File: config.mk
export PLATFORM = sky130hd
export DESIGN_NAME = icu_top
export DESIGN_NICKNAME = d
export VERILOG_FILES = /design/src/rtl/icu_pkg.sv /design/src/rtl/icu_msb.sv /design/src/rtl/icu_bank.sv /design/src/rtl/icu_top.sv
export SDC_FILE = /design/constraint.sdc
export NUM_CORES = 2
export LEC_CHECK = 0
export ABC_AREA = 0
export BUFFER_PORTS_ARGS = -buffer_cell sky130_fd_sc_hd__buf_2
export CAP_MARGIN = 20
export CORE_MARGIN = 2
export CORE_UTILIZATION = 40
export DETAILED_ROUTE_END_ITERATION = 10
export SLEW_MARGIN = 20
export SYNTH_ARGS = -nofsm -noshare
export SYNTH_HDL_FRONTEND = slang
export SYNTH_SLANG_ARGS = --single-unit
File: constraint.sdc
create_clock -name clk -period 9.3 [get_ports clk]
set_input_delay 1.86 -clock clk [delete_from_list [all_inputs] [get_ports clk]]
set_output_delay 1.86 -clock clk [all_outputs]
set_load 0.03 [all_outputs]
File: src/rtl/icu_pkg.sv
package icu_pkg;
  localparam int unsigned SRC_N   = 32;
  localparam int unsigned IDX_W   = 5;
  localparam int unsigned STRIDE  = 40;
  localparam logic [31:0] OFF_PEND = 32'h00;
  localparam logic [31:0] OFF_EN   = 32'h08;
  localparam logic [31:0] OFF_GATE = 32'h10;
  localparam logic [31:0] OFF_RSND = 32'h18;
  localparam logic [31:0] OFF_MASK = 32'h20;
endpackage

File: src/rtl/icu_msb.sv
module icu_msb
  import icu_pkg::*;
(
  input  logic [SRC_N-1:0] vec,
  output logic [IDX_W-1:0] idx,
  output logic             any
);
  always_comb begin
    idx = '0;
    for (int i = 0; i < int'(SRC_N); i++) begin
      if (vec[i]) idx = IDX_W'(i);
    end
    any = |vec;
  end
endmodule

File: src/rtl/icu_bank.sv
module icu_bank
  import icu_pkg::*;
#(
  parameter int unsigned ADDR_W = 8,
  parameter int unsigned BASE   = 0
) (
  input  logic              clk,
  input  logic              rst,
  input  logic [SRC_N-1:0]  src,
  input  logic [ADDR_W-1:0] addr,
  input  logic [31:0]       wdata,
  input  logic              wr,
  output logic [31:0]       rd_val,
  output logic [SRC_N-1:0]  pend,
  output logic [SRC_N-1:0]  en,
  output logic [SRC_N-1:0]  rsnd,
  output logic [SRC_N-1:0]  gate
);
  localparam logic [31:0] LO = 32'(BASE);
  localparam logic [31:0] HI = 32'(BASE + STRIDE);

  logic [31:0]      a32, off;
  logic             hit;
  logic             wr_pend, wr_en, wr_rsnd, wr_mask;
  logic [SRC_N-1:0] mask;

  assign a32  = 32'(addr);
  assign off  = a32 - LO;
  assign hit  = (a32 >= LO) && (a32 < HI);
  assign gate = pend & en;

  assign wr_pend = wr && hit && (off == OFF_PEND);
  assign wr_en   = wr && hit && (off == OFF_EN);
  assign wr_rsnd = wr && hit && (off == OFF_RSND);
  assign wr_mask = wr && hit && (off == OFF_MASK);

  always_ff @(posedge clk) begin
    if (rst) begin
      pend <= '0;
      en   <= '0;
      rsnd <= '0;
      mask <= '0;
    end else begin
      // sources and resend win over a same-cycle clear
      pend <= (pend & ~(wr_pend ? wdata : '0)) | src | rsnd;
      rsnd <= wr_rsnd ? wdata : '0;
      if (wr_en)   en   <= wdata;
      if (wr_mask) mask <= wdata;
    end
  end

  always_comb begin
    rd_val = '0;
    if (hit) begin
      case (off)
        OFF_PEND: rd_val = pend;
        OFF_EN:   rd_val = en;
        OFF_GATE: rd_val = gate;
        OFF_RSND: rd_val = rsnd;
        OFF_MASK: rd_val = mask;
        default:  rd_val = '0;
      endcase
    end
  end
endmodule

File: src/rtl/icu_top.sv
module icu_top
  import icu_pkg::*;
#(
  parameter int unsigned NUM_MOD = 5,
  parameter int unsigned ADDR_W  = 8
) (
  input  logic                     clk,
  input  logic                     rst,
  input  logic [NUM_MOD*SRC_N-1:0] src_i,
  input  logic [ADDR_W-1:0]        bus_addr,
  input  logic [31:0]              bus_wdata,
  input  logic                     bus_wr,
  input  logic                     bus_rd,
  output logic [31:0]              bus_rdata,
  output logic [NUM_MOD-1:0]       irq_o,
  output logic [NUM_MOD*IDX_W-1:0] irq_idx_o
);
  logic [NUM_MOD-1:0][31:0]      rv_a;
  logic [NUM_MOD-1:0][SRC_N-1:0] st_a, en_a, rs_a, gt_a;
  logic [NUM_MOD-1:0][IDX_W-1:0] idx_a;
  logic [NUM_MOD-1:0]            any_a;
  logic [31:0]                   rd_or;

  for (genvar m = 0; m < int'(NUM_MOD); m++) begin : g_bank
    icu_bank #(.ADDR_W(ADDR_W), .BASE(m * STRIDE)) u_bank (
      .clk(clk), .rst(rst),
      .src(src_i[m*SRC_N +: SRC_N]),
      .addr(bus_addr), .wdata(bus_wdata), .wr(bus_wr),
      .rd_val(rv_a[m]), .pend(st_a[m]), .en(en_a[m]),
      .rsnd(rs_a[m]), .gate(gt_a[m])
    );
    icu_msb u_msb (.vec(gt_a[m]), .idx(idx_a[m]), .any(any_a[m]));
  end

  always_comb begin
    rd_or = '0;
    for (int m = 0; m < int'(NUM_MOD); m++) rd_or = rd_or | rv_a[m];
  end

  always_ff @(posedge clk) begin
    if (rst) begin
      bus_rdata <= '0;
      irq_o     <= '0;
      irq_idx_o <= '0;
    end else begin
      bus_rdata <= bus_rd ? rd_or : '0;
      irq_o     <= any_a;
      for (int m = 0; m < int'(NUM_MOD); m++)
        irq_idx_o[m*IDX_W +: IDX_W] <= idx_a[m];
    end
  end
endmodule

==> out/results.ini <==
[outcome]
status=finished clean

[die]
die-area_sq_mm=0.0803
core_area_sq_mm=0.0773
start_util=0.404
die_h_um=283
row_count=102
pin_count=266
chipWidth_um=283

[power_and_ir_drop]
p_leak_nw=13.1
p_per_area_mw_per_mm2=186
ir_drop_mv=0.129
power_w=0.00668

[detailed_routing]
drc=0
routedWlPerCell_um=25.3
vias=30700
via_per_inst=5.96
first_pass_iters=10
drt_iter0_markers=4395
ant_nets=0
routed_wl_um=130000

[synthesis]
ys_seq_elements=702
synthDistinctLibCells=77
synth_ff_type=dfxtp_1
synthesis.area_sq_mm=0.0312
syn-instance-count=3950
syn_nets=4162
syn_avg_cell_area_sq_um=7.91
yosysSeqAreaShare=0.450
synth_edf_count=0
async_flop_share=0
ys_warn_count=0

[worst_setup_path]
arrival_ns=5.98
setup.worst_path.class=primary input to flip-flop
cp-start-kind=primary input
critPathMaxFanout=21
end_kind=flip-flop
cp.required_ns=9.79

[final_layout]
fin_cells=5150
layout-drive-gt1-share=0.136
nNetsFinal=4253
area_growth_pct=14.9
num-fill-cells=7709

[global_routing]
grt_pass1_wl_um=189000
antenna_found_initial=13
met1_usage=0.426
met3_usage=0.0592
use_met2=0.486
grt_max_degree=165
grt-ovfl-total=0
track_usage=0.311
busiest_layer=met2
grt_pass1_vias=27600

[clock_network]
post_cts_buffers=0
clock_latency_ns=0.64
cts_tree=built
cts-resized-gates=0
cts-root-buf=clkbuf_16
cts_buffers=78
cts_buffer_depth=3
h-tree-depth=3
hold_buffers=0
path_clk_slew_ns=0.06
cts_sinks=702

[timing]
setup_tns_ns=0
whs_ns=0.452
drv_slew=0
worst_pin_slew_ns=1.17
finalSetupViolCount=0
period_minus_slack_ns=5.49
slew-limit-headroom=0.214
finalCritPeriodShare=0.590
hold_violations=0
max_freq_mhz=182
finClkSkew_ns=0.0276
rsz0062_at_grt=false

[hold_path]
hold_class=flip-flop to flip-flop

[placed_design]
io_buffers=265
dpl.hpwl_um=86300
dp_cells=5000
routabilityCongestion=0.960

[job]
max_cap_viol_count=0

[synth_stat cells (12+ instances only)]
library cell  instances  area (sq um)
nand2_1            1035          3880
dfxtp_1             702         14100
a21oi_1             478          2390
clkbuf_1            228           856
nor2_1              226           848
a211oi_1            168          1260
and2_1              167          1040
a222oi_1            128          1280
o21ai_0             106           531
inv_1                87           327
buf_2                78           390
a21o_1               59           443
nand3_1              53           265
a22oi_1              41           308
a221oi_1             36           315
mux2_2               32           360
a31oi_1              20           125
o22ai_1              19           119
nand2b_1             18           113
a32oi_1              17           149
a22o_1               16           140
nor3_1               16          80.1
mux2i_1              15           150
and3_1               14          87.6
o21ai_1              14          70.1
nor3_2               13           130
buf_4                12          90.1
[layout by cell type (no fill, tap or decap), drive strengths merged, types with 12 or more instances in the layout]
cell type,synthesis,routed
buf,93,335
nor4,16,16
a21o,59,59
nand2b,18,18
a21boi,12,12
nor2,226,226
a22oi,41,41
and3,14,14
a31oi,22,22
a32oi,17,17
a211oi,169,169
a222oi,128,128
mux2i,15,15
nor3,32,32
nand3,54,54
clkbuf,231,109
nand2,1035,1035
a221oi,36,36
and2,167,167
mux2,32,32
a22o,16,16
o22ai,19,19
a21oi,481,481
clkinv,0,17
o21ai,120,120
inv,88,91
dfxtp,702,702
[area by class of cell]
| type | instances | area [sq um] | share of cell area |
|---|---|---|---|
| diodes | 8 | 20.0 | 0.000558 |
| clock inverters | 32 | 352 | 0.00980 |
| flip-flops and latches | 702 | 14100 | 0.392 |
| clock buffers | 109 | 2270 | 0.0633 |
| well taps | 1040 | 1300 | 0.0363 |
| inverters | 88 | 330 | 0.00920 |
| repair buffers | 335 | 1880 | 0.0523 |
| multi-input cells | 2836 | 15700 | 0.437 |
[cells by family after synthesis]
kind of cell,count (synthesis),synth area share
AOI/OAI and AO/OA,1170,0.248
xor gates and xnor gates,6,0.00168
adders and majority gates,8,0.00320
buffers and inverters,412,0.0549
DFF,702,0.450
muxes,47,0.0163
and+or+nand+nor,1605,0.226
[flip-flops by register name, indices dropped and copies added (netlist names)]
name,flops
bus_rdata,32
g_bank.u_bank.en,160
g_bank.u_bank.mask,160
g_bank.u_bank.pend,160
g_bank.u_bank.rsnd,160
irq_idx_o,25
irq_o,5
[worst max-delay path, cell delays in order]
cell and delay (ns):
buf_2 0.38, inv_2 0.26, ha_1 0.28, a21o_1 0.20, o22ai_1 0.23, a21oi_4 0.14, nor3_4 0.81, nor2b_2 0.95
buf_4 0.39, nand2_1 0.09, a211oi_1 0.28, nor2_1 0.06
[layer usage]
layer	part of all wire	up-vias
li1	-	14000
met1	0.42	14700
met2	0.45	1692
met3	0.099	233
met4	0.036	4
met5	0.00022	-
[path summary, 6_finish.rpt]
kind                            depth (start not counted)                      start                        end  slack, ns
worst max-delay path                                   12                bus_addr[5]  g_bank[2].u_bank.pend[12]       3.81
worst min-delay path                                    2  g_bank[1].u_bank.mask[17]  g_bank[1].u_bank.mask[17]       0.45
worst max register to register                          6  g_bank[4].u_bank.pend[22]              bus_rdata[22]       6.89
worst min register to register                          2  g_bank[1].u_bank.mask[17]  g_bank[1].u_bank.mask[17]       0.45
[report_power, final]
group	total (W)	leakage, nW	switching (W)	internal (W)
combinational	0.000349	6.10	0.000247	0.000102
sequential	0.00312	5.71	0.0000640	0.00306
clock	0.00320	1.29	0.00133	0.00188
[per-stage QoR]
step                       util  setup WS [ns]  cell area [sq um]
after CTS                 0.464           3.94              35900
after global routing      0.464           3.65              35900
after floorplan               -           4.87              31200
after global placement    0.430           3.38              33200
final                     0.464           3.81              35900
after detailed placement  0.430           3.30              33200
(Power assumes the default switching activity.)
